===== config.mk =====
export PLATFORM = sky130hd
export DESIGN_NAME = bus_xfer_wdog
export DESIGN_NICKNAME = d
export VERILOG_FILES = /design/src/rtl/wdog_pkg.sv /design/src/rtl/wdog_edge_sync.sv /design/src/rtl/wdog_timer.sv /design/src/rtl/wdog_fault_flag.sv /design/src/rtl/bus_xfer_wdog.sv
export SDC_FILE = /design/constraint.sdc
export NUM_CORES = 1
export LEC_CHECK = 0
export BUFFER_PORTS_ARGS = -buffer_cell sky130_fd_sc_hd__buf_4
export CAP_MARGIN = 20
export CORE_AREA = 8 8 45 47
export DETAILED_ROUTE_END_ITERATION = 10
export DIE_AREA = 0 0 53 55
export GPL_ROUTABILITY_DRIVEN = 0
export HOLD_SLACK_MARGIN = 0.15
export PLACE_DENSITY_LB_ADDON = 0.05
export SYNTH_ARGS = -nofsm -noshare
export SYNTH_HDL_FRONTEND = slang
export SYNTH_HIERARCHICAL = 1
export SYNTH_SLANG_ARGS = --single-unit

===== constraint.sdc =====
create_clock -name clk_i -period 2.7 [get_ports clk_i]
set_clock_uncertainty 0.15 [all_clocks]
set_input_delay 0.405 -clock clk_i [delete_from_list [all_inputs] [get_ports clk_i]]
set_output_delay 0.405 -clock clk_i [all_outputs]
set_load 0.02 [all_outputs]

===== src/rtl/wdog_pkg.sv =====
package wdog_pkg;
  typedef enum logic [1:0] {
    WD_IDLE  = 2'd0,
    WD_ARMED = 2'd1,
    WD_SPENT = 2'd2
  } wd_state_e;
endpackage


===== src/rtl/wdog_edge_sync.sv =====
module wdog_edge_sync #(
  parameter int STAGES = 2
) (
  input  logic clk_i,
  input  logic rst_ni,
  input  logic async_i,
  output logic fall_o
);
  logic [STAGES-1:0] chain_q;
  logic              last_q;

  always_ff @(posedge clk_i or negedge rst_ni) begin
    if (!rst_ni) begin
      chain_q <= '0;
      last_q  <= 1'b0;
    end else begin
      chain_q <= {chain_q[STAGES-2:0], async_i};
      last_q  <= chain_q[STAGES-1];
    end
  end

  assign fall_o = last_q & ~chain_q[STAGES-1];
endmodule


===== src/rtl/wdog_timer.sv =====
module wdog_timer
  import wdog_pkg::*;
#(
  parameter int LIMIT = 2,
  localparam int CNT_W = $clog2(LIMIT + 1)
) (
  input  logic             clk_i,
  input  logic             rst_ni,
  input  logic             arm_i,
  input  logic             done_i,
  input  logic             low_i,
  input  logic             tick_i,
  output logic             expire_o,
  output logic [CNT_W-1:0] cnt_o,
  output wd_state_e        state_o
);
  localparam logic [CNT_W-1:0] LAST = CNT_W'(LIMIT - 1);

  wd_state_e        state_q, state_d;
  logic [CNT_W-1:0] cnt_q, cnt_d;

  // a strobe rise implies low_i == 0, so completion beats expiry
  assign expire_o = (state_q == WD_ARMED) && low_i && !arm_i && tick_i && (cnt_q == LAST);

  always_comb begin
    state_d = state_q;
    cnt_d   = cnt_q;
    if (arm_i) begin
      state_d = WD_ARMED;
      cnt_d   = '0;
    end else if (done_i) begin
      state_d = WD_IDLE;
      cnt_d   = '0;
    end else if (state_q == WD_ARMED && low_i && tick_i) begin
      cnt_d = cnt_q + 1'b1;
      if (expire_o) state_d = WD_SPENT;
    end
  end

  always_ff @(posedge clk_i or negedge rst_ni) begin
    if (!rst_ni) begin
      state_q <= WD_IDLE;
      cnt_q   <= '0;
    end else begin
      state_q <= state_d;
      cnt_q   <= cnt_d;
    end
  end

  assign cnt_o   = cnt_q;
  assign state_o = state_q;
endmodule


===== src/rtl/wdog_fault_flag.sv =====
module wdog_fault_flag (
  input  logic clk_i,
  input  logic rst_ni,
  input  logic set_i,
  input  logic clear_i,
  output logic flag_o
);
  always_ff @(posedge clk_i or negedge rst_ni) begin
    if (!rst_ni)      flag_o <= 1'b0;
    else if (set_i)   flag_o <= 1'b1;
    else if (clear_i) flag_o <= 1'b0;
  end
endmodule


===== src/rtl/bus_xfer_wdog.sv =====
module bus_xfer_wdog
  import wdog_pkg::*;
#(
  parameter int LIMIT       = 2,
  parameter int SYNC_STAGES = 2,
  localparam int CNT_W = $clog2(LIMIT + 1)
) (
  input  logic clk_i,
  input  logic rst_ni,
  input  logic strobe_ni,
  input  logic tclk_i,
  input  logic clear_i,
  output logic fault_o
);
  logic             strobe_q;
  logic             strobe_fall, strobe_rise;
  logic             tick, expire;
  logic [CNT_W-1:0] cnt;
  wd_state_e        state;

  always_ff @(posedge clk_i or negedge rst_ni) begin
    if (!rst_ni) strobe_q <= 1'b1;
    else         strobe_q <= strobe_ni;
  end

  assign strobe_fall = strobe_q & ~strobe_ni;
  assign strobe_rise = ~strobe_q & strobe_ni;

  wdog_edge_sync #(.STAGES(SYNC_STAGES)) u_sync (
    .clk_i  (clk_i),
    .rst_ni (rst_ni),
    .async_i(tclk_i),
    .fall_o (tick)
  );

  wdog_timer #(.LIMIT(LIMIT)) u_timer (
    .clk_i   (clk_i),
    .rst_ni  (rst_ni),
    .arm_i   (strobe_fall),
    .done_i  (strobe_rise),
    .low_i   (~strobe_ni),
    .tick_i  (tick),
    .expire_o(expire),
    .cnt_o   (cnt),
    .state_o (state)
  );

  wdog_fault_flag u_flag (
    .clk_i  (clk_i),
    .rst_ni (rst_ni),
    .set_i  (expire),
    .clear_i(clear_i),
    .flag_o (fault_o)
  );
endmodule


==> metrics.md, run 1 <==
| Metric | Value |
|---|---|
| Largest net degree at the start of global routing | 10 |
| R2R setup slack | around 1.1 ns |
| H-tree level count | 1 |
| CP Max Fanout | 7 |
| I/O Buffers | 5 |
| Vias | roughly 280 |
| WL/cell | between 10 and 15 um |
| Total global routing track utilization | 0.0600 |
| First-pass DRT Iterations | 4 |
| Nets | 50 |
| P per Cell Area | ~540 nW/um^2 |
| Setup bufs post-CTS | 0 |
| First-pass GRT wire length | 1210 um |
| Synth top area cells | dfrtp_1, dfstp_2, mux2_1, nor3_1, nor3b_1 |
| Routed Antenna Nets | 0 |
| Core area | around 1400 um^2 |
| Synth top area share | 0.511 |
| Dpl cell area | between 400 and 500 um^2 |
| Tot Pwr | around 0.28 mW |
| Synth cell count leaders | dfrtp_1, inv_1, nor3_1 |
| Drt via density | roughly 4.7 |
| Critical path data arrival time | between 1.5 and 2 ns |
| Post-synthesis cell area | slightly below 400 um^2 |
| # fillers | 146 |
| Root buf cell | clkbuf_4 |
| Setup CP Type | in2reg |
| ANT cells | 0 |
| Synthesis-stage register bit count | 9 |
| Post-synth EDFFs | 0 |
| Die height | approximately 55 um |
| # IOs | 6 |
| Fin crit share | 0.701 |
| Slew at the pin with the worst max-slew slack | between 0.4 and 0.5 ns |
| CP endpoint kind | flop |
| Critical Path Start Type | input port |
| Slew Limit Fails | 0 |
| Final core occ | 0.365 |
| RSZ-0062 raised after global routing | false |
| Peak Freq | approximately 530 MHz |
| Worst IR drop on VDD | roughly 0.00025 V |
| DP Wirelength | about 500 um |
| LEAKAGE | roughly 0.24 nW |
| Worst-Skew Late Latency | approximately 0.26 ns |
| Vias in the first global route | a little under 300 |
| Initial antenna violation count | 0 |
| Max-cap violations | 0 |
| Unique masters post-synth | 17 |
| HP Class | reg2reg |
| Clock slew seen by the registers of the worst setup and hold paths | 0.06 ns |
| Sink Count | 9 |
| Ys flop type | dfrtp_1 |
| Sequential share of the synthesized area | 0.578 |
| Area Growth Syn to Fin | 29.1% |
| Initial DRC Count | 4 |
| Final Instance Area | 505 um^2 |
| Starting Density | 0.283 |
| Die area | between 2000 and 3000 um^2 |
| CTS tree | yes |
| Final min period | 1.89 ns |
| Mapped Cells | 31 |
| Slew Limit Headroom | 0.703 |
| Setup TNS | 0 ns |
| Most frequent cell after synthesis | dfrtp_1 |
| Cell taking the most area after synthesis | dfrtp_1 |
| Hold Fails Final Rpt | 0 |
| Mapped Nets | 37 |
| Warnings, synthesis | 6 |
| Die X | 53 um |
| Total CTS buffers | 3 |
| Synthesized area per cell | about 13 um^2 |
| CTS Buffer Depth | 2 |
| Grt total ovfl | 0 |
| Crit path required time | between 2 and 3 ns |
| Layout cell share with drive strength beyond 1 | 0.256 |
| Outcome | finished, final reports clean |
| Total Wirelength | ~690 um |
| Async SR Flop Fraction | 1.00 |
| Residual DRC | 0 |
| Setup Viol. Count Final | 0 |
| FP Rows | 14 |
[routing by layer]
layer	vias to the layer above	track usage	routed length (um)
met2	6	0.0879	312
met1	134	0.0666	327
met4	0	0.0388	8
met5	-	0	0
li1	135	-	-
met3	2	0.0321	42
[where the power goes]
group | internal [mW] | total (mW) | leakage, nW | switching [mW]
Sequential | 0.142 | 0.146 | 0.112 | 0.00434
Clock | 0.0568 | 0.101 | 0.0150 | 0.0442
Combinational | 0.0156 | 0.0283 | 0.114 | 0.0127
[critical path, cell delays in order]
cell	delay, ns
dlygate4sd3_1	0.53
buf_4	0.14
nor2b_1	0.37
nor3_1	0.12
mux2_1	0.31
[cell families (layout without fill, tap and decap cells)]
logic type,count (synthesis),count (layout),share of synthesized area
AO/OA/AOI/OAI,3,3,0.0639
AND/OR/NAND/NOR,13,13,0.240
buffers and inverters,3,15,0.0288
adder cells (fa/ha/maj),1,1,0.0319
flip-flops,9,9,0.578
multiplexers,2,2,0.0575
[state kept, by name (all words and copies together) (netlist names)]
signal,cells
u_sync/chain_q,2
u_timer/cnt_o,2
u_timer/state_o,2
strobe_q,1
u_flag/flag_o,1
u_sync/last_q,1
[metrics by stage]
step | std cells | hold WS, ns | setup WS (ns)
global route | 59 | 0.213 | 0.720
floorplan | 31 | -0.0406 | 1.25
global placement | 52 | 0.0844 | 1.14
finish | 59 | 0.203 | 0.808
detailed placement | 52 | 0.0863 | 1.11
CTS | 59 | 0.206 | 0.829
[final cells by class]
| type | instances | area, um^2 | area share |
|---|---|---|---|
| Sequential cell | 9 | 226 | 0.448 |
| Multi-Input combinational cell | 19 | 154 | 0.304 |
| Timing Repair Buffer | 8 | 67.6 | 0.134 |
| Clock buffer | 4 | 26.3 | 0.0520 |
| Tap cell | 16 | 20.0 | 0.0396 |
| Inverter | 3 | 11.3 | 0.0223 |
[what timing repair did]
item,4_1_cts,5_1_grt
resized for setup,0,0
hold buffers,3,0
endpoints found under the hold margin,11,0
[final timing paths]
| kind | endpoint | depth (start not counted) | startpoint |
|---|---|---|---|
| hold / removal | u_sync/chain_q[1] | 0 | u_sync/chain_q[0] |
| setup / recovery | u_timer/cnt_o[0] | 5 | strobe_ni |
| hold reg to reg | u_sync/chain_q[1] | 0 | u_sync/chain_q[0] |
| max in group asynchronous | strobe_q | 2 | rst_ni |
| min in group asynchronous | u_sync/last_q | 2 | rst_ni |
| setup reg to reg | u_timer/cnt_o[0] | 3 | strobe_q |
[cells in the final DEF (no fill, tap or decap)]
master,instances
dfrtp_1,8
buf_4,5
inv_1,3
clkbuf_4,3
dlygate4sd3_1,3
nor3_1,3
nor2b_1,2
nor3b_1,2
mux2_1,2
and2b_2,1
clkbuf_1,1
dfstp_2,1
a21o_1,1
nor2b_4,1
nand4b_1,1
nand2b_1,1
nor2_1,1
a41oi_1,1
and4b_1,1
o22a_1,1
ha_1,1
No activity file was read; power rests on OpenSTA's default activity.
==> run 2, diff against run 1 <==
==> constraint.sdc (replaced) <==
create_clock -name clk_i -period 1.8 [get_ports clk_i]
set_clock_uncertainty 0.15 [all_clocks]
set_input_delay 0.27 -clock clk_i [delete_from_list [all_inputs] [get_ports clk_i]]
set_output_delay 0.27 -clock clk_i [all_outputs]
set_load 0.02 [all_outputs]
==> run 2 against run 1 <==
Combinational power is 54% higher. Die area stayed put. Power is 52% higher. Worst hold slack better by 0.0036 ns. Clock power is 55% higher. Non-clock buffer count is 1 higher. Core utilization is 0.72 points higher. Sequential power is 50% higher. Sequential share of layout area is 0.87 points lower. Global-route usage hardly changed. Worst setup slack worse by 0.72 ns. Cell count is 1.7% higher.
==> metrics.md, run 2 (synthesis gave the netlist of run 1 again) <==
| Metric | Value |
|---|---|
| Reg2Reg Depth | 3 |
| Core area | 1380 um^2 |
| WL/cell | 11.5 um |
| Crit path required time | about 1.8 ns |
| CP Max Fanout | 7 |
| Die area | ~2900 um^2 |
| WP buf/inv | 2 |
| Nets | 51 |
| FF+latch area | 226 um^2 |
| Peak Freq | approximately 580 MHz |
| FF-to-FF Start | strobe_q |
| Footprint of the multi-input gates | roughly 150 um^2 |
| CTS Buffer Depth | 2 |
| Most frequent cells in the layout | dfrtp_1, buf_4, dlygate4sd3_1 |
| P per Cell Area | 815 nW/um^2 |
| H-tree level count | 1 |
| Total Wirelength | between 600 and 700 um |
| Critical Path Start Type | input port |
| Crit path from | strobe_ni |
| Slew at the pin with the worst max-slew slack | approximately 0.41 ns |
| Hold Fails Final Rpt | 0 |
| Residual DRC | 0 |
| I/O Buffers | 5 |
| Setup CP Type | in2reg |
| Final min period | around 1.7 ns |
| Layout cell share with drive strength beyond 1 | 0.250 |
| Slew Limit Headroom | 0.728 |
| Die X | 53 um |
| Initial DRC Count | 4 |
| Commonest non-fill, non-tap cell in the layout | dfrtp_1 |
| Vias | between 200 and 300 |
| Initial antenna violation count | 0 |
| Total CTS buffers | 3 |
| Setup TNS | 0 ns |
| Slew Limit Fails | 0 |
| HP Class | in2async |
| FP Rows | 14 |
| Crit path max-delay family | buffers and inverters |
| First-pass GRT wire length | between 1000 and 1500 um |
| ANT cells | 0 |
| LEAKAGE | ~0.25 nW |
| Worst path cell trace | dlygate4sd3_1, buf_4, nor2b_1, nor3_1, mux2_1 |
| RSZ-0062 raised after global routing | false |
| Sink Count | 9 |
| Final core occ | 0.373 |
| # fillers | about 140 |
| Outcome | finished, final reports clean |
| R2R setup slack | between 0.2 and 0.25 ns |
| Root buf cell | clkbuf_4 |
| Worst setup path endpoint | u_timer/cnt_o[0] |
| Routed Antenna Nets | 0 |
| Area Growth Syn to Fin | 31.6% |
| CP endpoint kind | flop |
| Critical path data arrival time | approximately 1.7 ns |
| Starting Density | 0.283 |
| Drt via density | 4.62 |
| Slowest-stage cell, CP | dlygate4sd3_1 |
| Worst-Skew Late Latency | between 0.2 and 0.3 ns |
| Worst IR drop on VDD | between 0.0002 and 0.0003 V |
| Slowest stage delay, CP | ~0.54 ns |
| DP Wirelength | about 490 um |
| Max-cap violations | 0 |
| Clock slew seen by the registers of the worst setup and hold paths | 0.06 ns |
| Setup Viol. Count Final | 0 |
| Vias in the first global route | roughly 290 |
| RR Endpoint | u_timer/cnt_o[0] |
| Die height | 55 um |
| Grt total ovfl | 0 |
| Largest net degree at the start of global routing | 10 |
| Total global routing track utilization | 0.0600 |
| First-pass DRT Iterations | 2 |
| Fin crit share | 0.950 |
| CTS tree | yes |
| WP depth | 5 |
| # IOs | 6 |
run 2: changes by cell type in the layout (fill, tap and decap cells not counted), sizes merged:
| cell | before | now |
|---|---|---|
| dlygate4sd3 | 3 | 4 |
run 2: worst min path at each step:
stage | end | start | cells past startpoint
final | u_timer/state_o[1] | rst_ni | 2
after global routing | u_sync/last_q | rst_ni | 2
after CTS | u_timer/state_o[1] | rst_ni | 2
after detailed placement | u_timer/cnt_o[0] | rst_ni | 1
after global placement | u_timer/state_o[1] | rst_ni | 1
after floorplan | u_flag/flag_o | rst_ni | 0
run 2: where the power goes:
part | internal [mW] | leakage [nW] | switching (mW)
Combinational | 0.0248 | 0.118 | 0.0189
Sequential | 0.213 | 0.112 | 0.00657
Clock | 0.0855 | 0.0150 | 0.0715
run 2: stage by stage:
stage | cells | hold WS (ns) | power (mW) | setup WS [ns] | area [um^2]
floorplan | 31 | -0.176 | 0.243 | 0.350 | 392
global placement | 52 | -0.0505 | 0.259 | 0.270 | 449
detailed placement | 52 | -0.0475 | 0.260 | 0.254 | 449
CTS | 60 | 0.210 | 0.427 | 0.0966 | 515
global route | 60 | 0.208 | 0.446 | 0.0298 | 515
finish | 60 | 0.206 | 0.420 | 0.0894 | 515
run 2: cell type report:
type / count / share of cell area
Sequential cell: 9 / 0.439
Multi-Input combinational cell: 19 / 0.299
Timing Repair Buffer: 9 / 0.150
Clock buffer: 4 / 0.0510
Tap cell: 16 / 0.0388
Inverter: 3 / 0.0218
run 2: what timing repair did:
action / CTS / global route
hold buffers: 4 / 0
setup buffers: 0 / 0
resized for setup: 0 / 0
endpoints found under the hold margin: 12 / 0
run 2: layer usage:
layer  routed length [um]  GRT usage  up-vias
met5                    0          0        -
li1                     -          -      133
met2                  301     0.0840        7
met4                   38     0.0776        0
met3                   47     0.0348        5
met1                  304     0.0543      132
==> run 3, diff against run 2 <==
--- a/config.mk
+++ b/config.mk
@@ -13,6 +13,7 @@
 export GPL_ROUTABILITY_DRIVEN = 0
 export HOLD_SLACK_MARGIN = 0.15
 export PLACE_DENSITY_LB_ADDON = 0.05
+export SETUP_SLACK_MARGIN = 0.4
 export SYNTH_ARGS = -nofsm -noshare
 export SYNTH_HDL_FRONTEND = slang
 export SYNTH_HIERARCHICAL = 1
==> run 3 against run 2 <==
Clock power hardly changed. Non-clock buffer count stayed put. Design area is 1.5% higher. Core utilization is 0.54 points higher. Die area stayed put. Power is 0.38% higher. Cell count stayed put. Critical path depth is 2 lower. Register-to-register slack better by 0.19 ns. Fmax is 25% higher. Sequential share of layout area is 0.63 points lower. Highest routed layer unchanged.
==> metrics.md, run 3 (synthesis gave the netlist of run 1 again) <==
| Metric | Value |
|---|---|
| LEAKAGE | 0.250 nW |
| Setup bufs post-CTS | 0 |
| Core area | between 1000 and 1500 um^2 |
| Crit path required time | 1.80 ns |
| Clock slew seen by the registers of the worst setup and hold paths | roughly 0.060 ns |
| Fin crit share | 0.763 |
| CP Max Fanout | 3 |
| Critical Path Start Type | flop |
| Final Worst Setup Slack | between 0.4 and 0.5 ns |
| Outcome | finished, final reports clean |
| P per Cell Area | between 800 and 900 nW/um^2 |
| Starting Density | 0.283 |
| Most frequent cells in the layout | dfrtp_1, buf_4, dlygate4sd3_1 |
| Nets | 51 |
| Worst IR drop on VDD | ~0.0004 V |
| Hold Fails Final Rpt | 0 |
| Total global routing track utilization | 0.0600 |
| Vias | approximately 270 |
| Reg2Reg Depth | 3 |
| I/O Buffers | 5 |
| Worst-Skew Late Latency | around 0.26 ns |
| Area Growth Syn to Fin | 33.5% |
| Grt total ovfl | 0 |
| Die height | roughly 55 um |
| CTS tree | yes |
| Die X | approximately 53 um |
| Commonest non-fill, non-tap cell in the layout | dfrtp_1 |
| Routed Antenna Nets | 0 |
| Residual DRC | 0 |
| Drt via density | 4.53 |
| H-tree level count | 1 |
| CP endpoint kind | flop |
| Peak Freq | 728 MHz |
| Total CTS buffers | 3 |
| Initial DRC Count | 0 |
| CTS Buffer Depth | 2 |
| Slew Limit Headroom | 0.880 |
| Setup Viol. Count Final | 0 |
| Die area | between 2000 and 3000 um^2 |
| DP Wirelength | between 500 and 600 um |
| RSZ-0062 raised after global routing | true |
| Setup TNS | 0 ns |
| First-pass DRT Iterations | 1 |
| Dpl cell area | 452 um^2 |
| Slew Limit Fails | 0 |
| HP Class | reg2reg |
| Setup CP Type | reg2reg |
| Initial antenna violation count | 0 |
| Critical path data arrival time | 1.37 ns |
| # IOs | 6 |
| WL/cell | around 12 um |
| Final Instance Area | about 520 um^2 |
| Sink Count | 9 |
| FP Rows | 14 |
| Total Wirelength | 691 um |
| Largest net degree at the start of global routing | 10 |
| Vias in the first global route | between 200 and 300 |
| Layout cell share with drive strength beyond 1 | 0.273 |
| Max-cap violations | 0 |
| Final min period | 1.37 ns |
| Slew at the pin with the worst max-slew slack | approximately 0.18 ns |
| # fillers | approximately 150 |
| First-pass GRT wire length | approximately 1200 um |
| Final core occ | 0.378 |
| Root buf cell | clkbuf_4 |
| Hold-critical path depth | 0 |
| ANT cells | 0 |
| Place WS | 0.367 ns |
run 3: cell types whose count changed in the layout (fill, tap and decap cells not counted):
cell,before,now
nor2b_4,1,2
nor2b_1,2,1
run 3: stage by stage:
stage                     power (mW)  cells  hold slack [ns]
after floorplan                0.243     31           -0.176
after global placement         0.260     52          -0.0502
after detailed placement       0.261     52          -0.0493
after CTS                      0.431     60            0.207
after global routing           0.450     60            0.205
final                          0.422     60            0.203
run 3: repair_timing:
action                     CTS  global route
hold endpoints to repair    12             0
gates resized for setup      1             0
pin swaps                    0             0
hold buffers                 4             0
setup endpoints to repair    3             2
run 3: metal layers:
metal | global-route usage | vias to the layer above | share of wire
met3 | 0.0348 | 2 | 0.061
met4 | 0.0647 | 0 | 0.029
met1 | 0.0497 | 130 | 0.45
met2 | 0.0957 | 6 | 0.45
met5 | 0 | - | 0
li1 | - | 134 | -
run 3: report_power, final:
part           total (mW)  internal, mW  switching [mW]
Sequential          0.220         0.213         0.00672
Clock               0.157        0.0855          0.0712
Combinational      0.0454        0.0261          0.0193
run 3: path summary, 6_finish.rpt:
path | start | end | slack [ns]
worst max register to register | u_sync/chain_q[1] | u_timer/cnt_o[1] | 0.43
min in group asynchronous | rst_ni | u_timer/state_o[1] | 0.21
worst max-delay path | u_sync/chain_q[1] | u_timer/cnt_o[1] | 0.43
max in group asynchronous | rst_ni | strobe_q | 1.07
worst min register to register | u_sync/chain_q[0] | u_sync/chain_q[1] | 0.20
worst min-delay path | u_sync/chain_q[0] | u_sync/chain_q[1] | 0.20
run 3: final cells by class:
cell class / instances / area, um^2 / share of cell area
sequential: 9 / 226 / 0.433
timing repair buffer: 9 / 77.6 / 0.148
multi-input combinational: 19 / 161 / 0.309
clock buffer: 4 / 26.3 / 0.0502
inverter: 3 / 11.3 / 0.0215
tap: 16 / 20.0 / 0.0383
run 3: critical path: stages, from the launching register on:
cell and delay (ns):
dfrtp_1 0.41, nor2b_4 0.13, and4b_1 0.25, mux2_1 0.33
